## src/rtl/xirq_pkg.sv

```systemverilog
package xirq_pkg;
    typedef enum logic [1:0] {
        ST_IDLE  = 2'd0,
        ST_DRAIN = 2'd1,
        ST_TAKE  = 2'd2
    } xirq_state_e;

    localparam int unsigned XIRQ_VEC_W      = 32;
    localparam logic [31:0] XIRQ_HI_BASE    = 32'hFFF0_0000;
    localparam logic [31:0] XIRQ_LO_BASE    = 32'h0000_0000;
    localparam logic [31:0] XIRQ_VEC_OFFSET = 32'h0000_0500;
endpackage

```

## src/rtl/xirq_req_qual.sv

```systemverilog
module xirq_req_qual (
    input  logic req_i,
    input  logic en_i,
    input  logic exc_i,
    output logic qual_o,
    output logic start_o
);
    // A request counts only while interrupts are enabled.
    assign qual_o  = req_i & en_i;
    // Starting a drain also needs no competing instruction fault.
    assign start_o = req_i & en_i & ~exc_i;
endmodule

```

## src/rtl/xirq_vec_gen.sv

```systemverilog
module xirq_vec_gen #(
    parameter int unsigned       VEC_W   = 32,
    parameter logic [VEC_W-1:0]  HI_BASE = '1,
    parameter logic [VEC_W-1:0]  LO_BASE = '0,
    parameter logic [VEC_W-1:0]  OFFSET  = '0
) (
    input  logic             hi_sel_i,
    output logic [VEC_W-1:0] vec_o
);
    logic [VEC_W-1:0] base;

    always_comb begin
        base  = hi_sel_i ? HI_BASE : LO_BASE;
        vec_o = base | OFFSET;
    end
endmodule

```

## src/rtl/xirq_drain_ctrl.sv

```systemverilog
module xirq_drain_ctrl
    import xirq_pkg::*;
#(
    parameter int unsigned       VEC_W      = XIRQ_VEC_W,
    parameter logic [VEC_W-1:0]  HI_BASE    = XIRQ_HI_BASE,
    parameter logic [VEC_W-1:0]  LO_BASE    = XIRQ_LO_BASE,
    parameter logic [VEC_W-1:0]  VEC_OFFSET = XIRQ_VEC_OFFSET
) (
    input  logic             clk,
    input  logic             rst_n,
    input  logic             irq_req_i,
    input  logic             irq_en_i,
    input  logic             hi_base_i,
    input  logic             cbuf_empty_i,
    input  logic             insn_exc_i,
    output logic             stall_o,
    output logic             take_o,
    output logic [VEC_W-1:0] vec_o
);
    xirq_state_e state_q, state_d;
    logic        qual, start;

    xirq_req_qual u_qual (
        .req_i   (irq_req_i),
        .en_i    (irq_en_i),
        .exc_i   (insn_exc_i),
        .qual_o  (qual),
        .start_o (start)
    );

    xirq_vec_gen #(
        .VEC_W   (VEC_W),
        .HI_BASE (HI_BASE),
        .LO_BASE (LO_BASE),
        .OFFSET  (VEC_OFFSET)
    ) u_vec (
        .hi_sel_i (hi_base_i),
        .vec_o    (vec_o)
    );

    // State register
    always_ff @(posedge clk) begin
        if (!rst_n) state_q <= ST_IDLE;
        else        state_q <= state_d;
    end

    // Transitions
    always_comb begin
        state_d = state_q;
        unique case (state_q)
            ST_IDLE: begin
                if (start) state_d = ST_DRAIN;
            end
            ST_DRAIN: begin
                if (insn_exc_i)        state_d = ST_IDLE;   // abort: fault wins
                else if (!qual)        state_d = ST_IDLE;   // withdraw
                else if (cbuf_empty_i) state_d = ST_TAKE;
            end
            ST_TAKE:  state_d = ST_IDLE;
            default:  state_d = ST_IDLE;
        endcase
    end

    // Outputs
    always_comb begin
        stall_o = 1'b0;
        take_o  = 1'b0;
        unique case (state_q)
            ST_IDLE:  stall_o = start;     // freeze in the detection cycle
            ST_DRAIN: stall_o = 1'b1;
            ST_TAKE: begin
                stall_o = 1'b1;
                take_o  = 1'b1;
            end
            default: ;
        endcase
    end
endmodule

```

## config.mk

```make
export PLATFORM = sky130hd
export DESIGN_NAME = xirq_drain_ctrl
export DESIGN_NICKNAME = d
export VERILOG_FILES = /design/src/rtl/xirq_pkg.sv /design/src/rtl/xirq_req_qual.sv /design/src/rtl/xirq_vec_gen.sv /design/src/rtl/xirq_drain_ctrl.sv
export SDC_FILE = /design/constraint.sdc
export NUM_CORES = 1
export LEC_CHECK = 0
export BUFFER_PORTS_ARGS = -buffer_cell sky130_fd_sc_hd__buf_4
export CAP_MARGIN = 40
export CORE_AREA = 8 8 45 47
export DETAILED_ROUTE_END_ITERATION = 7
export DIE_AREA = 0 0 53 55
export PLACE_DENSITY = 0.73
export SYNTH_ARGS = -nofsm -noshare
export SYNTH_HDL_FRONTEND = slang
export SYNTH_SLANG_ARGS = --single-unit
export TNS_END_PERCENT = 30
```

## constraint.sdc

```tcl
create_clock -name clk -period 2.75 [get_ports clk]
set_input_delay 0.55 -clock clk [delete_from_list [all_inputs] [get_ports clk]]
set_output_delay 0.55 -clock clk [all_outputs]
set_load 0.05 [all_outputs]
```

==> results of run 1 <==
[final timing paths]
check / start / endpoint / slack, ns / depth (start not counted)
worst min-delay path: state_q[0] / state_q[0] / 0.50 / 2
worst max-delay path: state_q[0] / stall_o / 0.81 / 5
worst max register to register: state_q[1] / state_q[0] / 1.46 / 5
worst min register to register: state_q[0] / state_q[0] / 0.50 / 2
[power by group through the flow]
| stage | logic (µW) | clock network [µW] | registers, µW |
|---|---|---|---|
| after floorplan | 181 | 0 | 38.4 |
| after global placement | 133 | 0 | 38.8 |
| after detailed placement | 133 | 0 | 40.1 |
| after CTS | 133 | 67.5 | 39.4 |
| after global routing | 145 | 67.6 | 40.8 |
| final | 133 | 64.1 | 39.2 |
[per-stage QoR]
| step | worst slack (ns) | hold slack, ns | cells | area (µm²) |
|---|---|---|---|---|
| after floorplan | 0.7986 | 0.4688 | 74 | 510.5 |
| after global placement | 1.050 | 0.4843 | 65 | 342.8 |
| after detailed placement | 1.032 | 0.5066 | 65 | 342.8 |
| after CTS | 0.7868 | 0.5065 | 68 | 365.4 |
| after global routing | 0.6434 | 0.5769 | 68 | 365.4 |
| final | 0.8125 | 0.5023 | 68 | 365.4 |
[routing by layer]
metal	wire, µm	vias up	global-route usage
li1	-	115	-
met3	157	0	0.04545
met5	0	-	0
met2	308	23	0.06445
met4	0	0	0.02586
met1	207	96	0.03933
[worst max-delay path, delay by kind of cell, from the launching register on]
kind | cells | cell delay, ns
compound gates | 1 | 0.16
fa+ha+maj | 1 | 0.29
buf+inv | 2 | 0.29
flops | 1 | 0.37
simple gates | 1 | 0.06
[cells by family (layout without fill, tap and decap cells)]
kind of cell / after synthesis / count (layout)
AND/OR/NAND/NOR: 6 / 6
adder cells (fa/ha/maj): 5 / 5
buffers and inverters: 36 / 14
AO/OA/AOI/OAI: 4 / 4
other: 2 / 20
multiplexers: 1 / 1
flip-flops: 2 / 2
[area by class of cell]
| cell class | instances | area [µm²] | area share |
|---|---|---|---|
| Multi-Input combinational cell | 36 | 215.2 | 0.5890 |
| Timing Repair Buffer | 7 | 52.55 | 0.1438 |
| Sequential cell | 2 | 40.04 | 0.1096 |
| Clock buffer | 3 | 22.52 | 0.06164 |
| Tap cell | 16 | 20.02 | 0.05479 |
| Inverter | 4 | 15.01 | 0.04110 |
[layout by cell type (no fill, tap or decap), types with 2 or more instances in the layout]
cell,count
buf_4,7
clkbuf_4,3
conb_1,20
dfxtp_1,2
ha_1,5
inv_1,4
nand2_1,2
==> flow_summary.json, run 1 <==
{
  "clock.fmax_mhz": 516.1,
  "synth_edf_count": 0,
  "skew_ns": 0.002573,
  "outcome": "complete, no violations",
  "synth.most_common_cell": "buf_4",
  "synth_xor_area_frac": 0,
  "hp-class": "flop to flop",
  "drt_iter0_markers": 2,
  "p_per_area_mw_per_mm2": 646.9,
  "peakVddDrop_mv": 0.2280,
  "flow.area_growth_from_synthesis_pct": -17.51,
  "p_int_uw": 112.4,
  "place_hpwl_um": 603.5,
  "synth_top_area_frac": 0.5424,
  "drt_pre_antenna_iters": 2,
  "clkPwrFrac": 0.271,
  "top_register": "state_q",
  "synth_warnings": 0,
  "ys.flop_type": "dfxtp_1",
  "p_leak_uw": 0.0002079,
  "finalHoldViolCount": 0,
  "end_kind": "output port",
  "clock-sinks": 2,
  "routed_wl_um": 672,
  "cap_viol_max_count": 0,
  "period_needed_ns": 1.938,
  "synth_seq_area_share": 0.09040,
  "fp.dieArea_mm2": 0.002915,
  "synthAdderAreaFrac": 0.1412,
  "clk_pin_slew_ns": 0.03,
  "grt_use_total": 0.04474,
  "pin_count": 41,
  "finalSetupViolCount": 0,
  "die_h_um": 55,
  "core_area_mm2": 0.001384,
  "cts-resized-gates": 0,
  "synth_top_family_by_area": "buffers and inverters",
  "cts_made_buffers": 3,
  "synth_seq_cells": 2,
  "rsz0062_at_grt": "no",
  "fillers": 162,
  "antenna_cells": 0,
  "synthCells": 56,
  "pwr-share-comb": 0.563,
  "post-route-util": 0.2640,
  "cts_max_path_buffers": 2,
  "grt-ovfl-total": 0,
  "io_buffers": 7,
  "reg_top3": "state_q: 2 flops",
  "antenna_found_initial": 0,
  "grt_first_pass_wirelength_um": 924,
  "largest_reg_flops": 2,
  "max_stage_delay_ns": 0.37,
  "holdBufCountCts": 0,
  "routabilityCongestion": 0.6808,
  "synth_common_cells": "32 x buf_4, 5 x ha_1, 4 x inv_1",
  "synthDistinctLibCells": 15,
  "syn_area_um2": 442.9,
  "cp_cell_sequence": "inv_1, ha_1, a41oi_1, nor2_1, buf_4",
  "nNetsFinal": 66,
  "drc_errors": 0,
  "wire_per_inst_um": 9.882,
  "crit_fanout": 4,
  "post_drt_via_cell_ratio": 3.441,
  "initial_core_util": 0.3201,
  "cp_slowest_cell": "dfxtp_1",
  "ys_top_cells_by_area": "buf_4 54%, ha_1 14%, dfxtp_1 9.0%, inv_1 3.4%, a22oi_2 2.8%",
  "worstPathRequired_ns": 2.20,
  "p_switching_uw": 123.9,
  "criticalPathCategory": "flop to output port",
  "cp-start-kind": "flop",
  "cts-root-buf": "clkbuf_4",
  "finalMaxSlewViolations": 0,
  "synthArstFlopShare": 0,
  "switching_share": 0.5242,
  "die_x_um": 53,
  "synth-simple-area-share": 0.07627,
  "p_seq_frac": 0.166,
  "drive_above_1_share": 0.2115,
  "avgSynthCellArea_um2": 7.909,
  "grt_max_degree": 13,
  "setup_tns_ns": 0,
  "synth_top_cell_by_area": "buf_4",
  "power_uw": 236.3,
  "cts_setup_buffers": 0,
  "cts_max_level": 1,
  "ant_nets": 0,
  "cts_tree": "done",
  "cp.arrival_ns": 1.39,
  "fin_crit_sh": 0.7046,
  "synthMuxAreaShare": 0.02260,
  "synth_compound_area_frac": 0.07627,
  "via_count": 234,
  "std_cell_rows": 14,
  "grt_pass1_vias": 227,
  "clk-insertion-delay-late_ns": 0.22
}
Note: power is estimated with default switching activity, not from simulation.
==> run 2: changes to the inputs <==
==> constraint.sdc (replaced) <==
create_clock -name clk -period 2 [get_ports clk]
set_input_delay 0.4 -clock clk [delete_from_list [all_inputs] [get_ports clk]]
set_output_delay 0.4 -clock clk [all_outputs]
set_load 0.05 [all_outputs]
==> run 2 against run 1 <==
Compared with the run above: sequential share of layout area is the same; setup slack worse by 0.59 ns; die area did not move; worst hold slack worse by 0.055 ns; cell count unchanged; register-to-register slack got worse by 0.75 ns; combinational power rose by 38%; clock skew hardly changed; clock power is 31% higher; largest cell class unchanged.
==> flow_summary.json, run 2 (synthesis gave the netlist of run 1 again) <==
{
  "fin_crit_sh": 0.8910,
  "place_area_um2": 342.8,
  "drc_errors": 0,
  "clock-sinks": 2,
  "max_stage_delay_ns": 0.37,
  "finalSetupViolCount": 0,
  "clk-insertion-delay-late_ns": 0.22,
  "die_x_um": 53,
  "finalHoldViolCount": 0,
  "grt_pass1_vias": 242,
  "cap_viol_max_count": 0,
  "drive_above_1_share": 0.2115,
  "cp.arrival_ns": 1.38,
  "grt_first_pass_wirelength_um": 966,
  "clock.fmax_mhz": 561.1,
  "criticalPathCategory": "flop to output port",
  "setup_tns_ns": 0,
  "drt_pre_antenna_iters": 2,
  "drt_iter0_markers": 2,
  "ant_nets": 0,
  "pin_count": 41,
  "io_buffers": 7,
  "p_leak_uw": 0.0002079,
  "cts_setup_buffers": 0,
  "post_drt_via_cell_ratio": 3.559,
  "antenna_found_initial": 0,
  "cp_slowest_cell": "dfxtp_1",
  "holdBufCountCts": 0,
  "via_count": 242,
  "cts-root-buf": "clkbuf_4",
  "finalNonFillerCells": 68,
  "peakVddDrop_mv": 0.3730,
  "layout_commonest_cell": "conb_1",
  "std_cell_rows": 14,
  "core_area_mm2": 0.001384,
  "end_kind": "output port",
  "hp-class": "primary input to flop",
  "cp_cell_sequence": "inv_1, ha_1, a41oi_1, nor2_1, buf_4",
  "initial_core_util": 0.3201,
  "cts_made_buffers": 3,
  "layout_common_cells": "20 x conb_1, 7 x buf_4, 5 x ha_1, 4 x inv_1, 3 x clkbuf_4",
  "clk_pin_slew_ns": 0.03,
  "grt_max_degree": 13,
  "cts_max_path_buffers": 2,
  "final_area_um2": 365.4,
  "flow.area_growth_from_synthesis_pct": -17.51,
  "placed_cells": 65,
  "place_hpwl_um": 603.9,
  "routabilityCongestion": 0.6915,
  "cts-resized-gates": 0,
  "fp.dieArea_mm2": 0.002915,
  "skew_ns": 0.002215,
  "crit_fanout": 4,
  "grt_use_total": 0.04471,
  "worstPathRequired_ns": 1.60,
  "top_register": "state_q",
  "die_h_um": 55,
  "nNetsFinal": 66,
  "cp-start-kind": "flop",
  "largest_reg_flops": 2,
  "period_needed_ns": 1.782,
  "routed_wl_um": 657,
  "rsz0062_at_grt": "no",
  "whs_path_depth": 2,
  "outcome": "complete, no violations",
  "cts_tree": "done",
  "p_per_area_mw_per_mm2": 881.6,
  "whs_ns": 0.4470,
  "reg_top3": "state_q: 2 flops",
  "grt-ovfl-total": 0,
  "finalMaxSlewViolations": 0,
  "antenna_cells": 0,
  "worstRegToRegCells": 5,
  "post-route-util": 0.2640,
  "cts_max_level": 1,
  "wire_per_inst_um": 9.662
}
[run 2: report_power, final]
group	switching, µW	total, µW	internal [µW]
clock network	18.2	84.1	65.8
registers	7.02	53.9	46.9
logic	142	184	42.0
[run 2: path summary, 6_finish.rpt]
check        startpoint         end  slack, ns
max          state_q[0]     stall_o       0.22
min               rst_n  state_q[1]       0.45
max reg2reg  state_q[1]  state_q[0]       0.71
min reg2reg  state_q[0]  state_q[0]       0.51
[run 2: per-stage QoR]
step	power, µW	worst slack, ns
4_1_cts	326.3	0.1961
5_1_grt	350.3	0.06430
3_5_place_dp	239.1	0.4325
6_report	322.1	0.2179
2_1_floorplan	301.9	0.1986
3_3_place_gp	237.1	0.4363
[run 2: final cells by class]
class                           instances  area (µm²)
Clock buffer                            3       22.52
Fill cell                             160        1018
Inverter                                4       15.01
Multi-Input combinational cell         36       215.2
Sequential cell                         2       40.04
Tap cell                               16       20.02
Timing Repair Buffer                    7       52.55
[run 2: critical path: cells and delay by family (launching register included)]
kind / cells / cell delay, ns
AO/OA/AOI/OAI: 1 / 0.16
adder cells (fa/ha/maj): 1 / 0.29
buffers and inverters: 2 / 0.28
flip-flops: 1 / 0.37
AND/OR/NAND/NOR: 1 / 0.06
[run 2: metal layers]
layer  GRT usage  share of wire  routed length [µm]
met2     0.07617           0.48                 318
met3     0.02406           0.20                 131
met4     0.03879          0.012                   8
met5           0              0                   0
met1     0.03776           0.30                 198
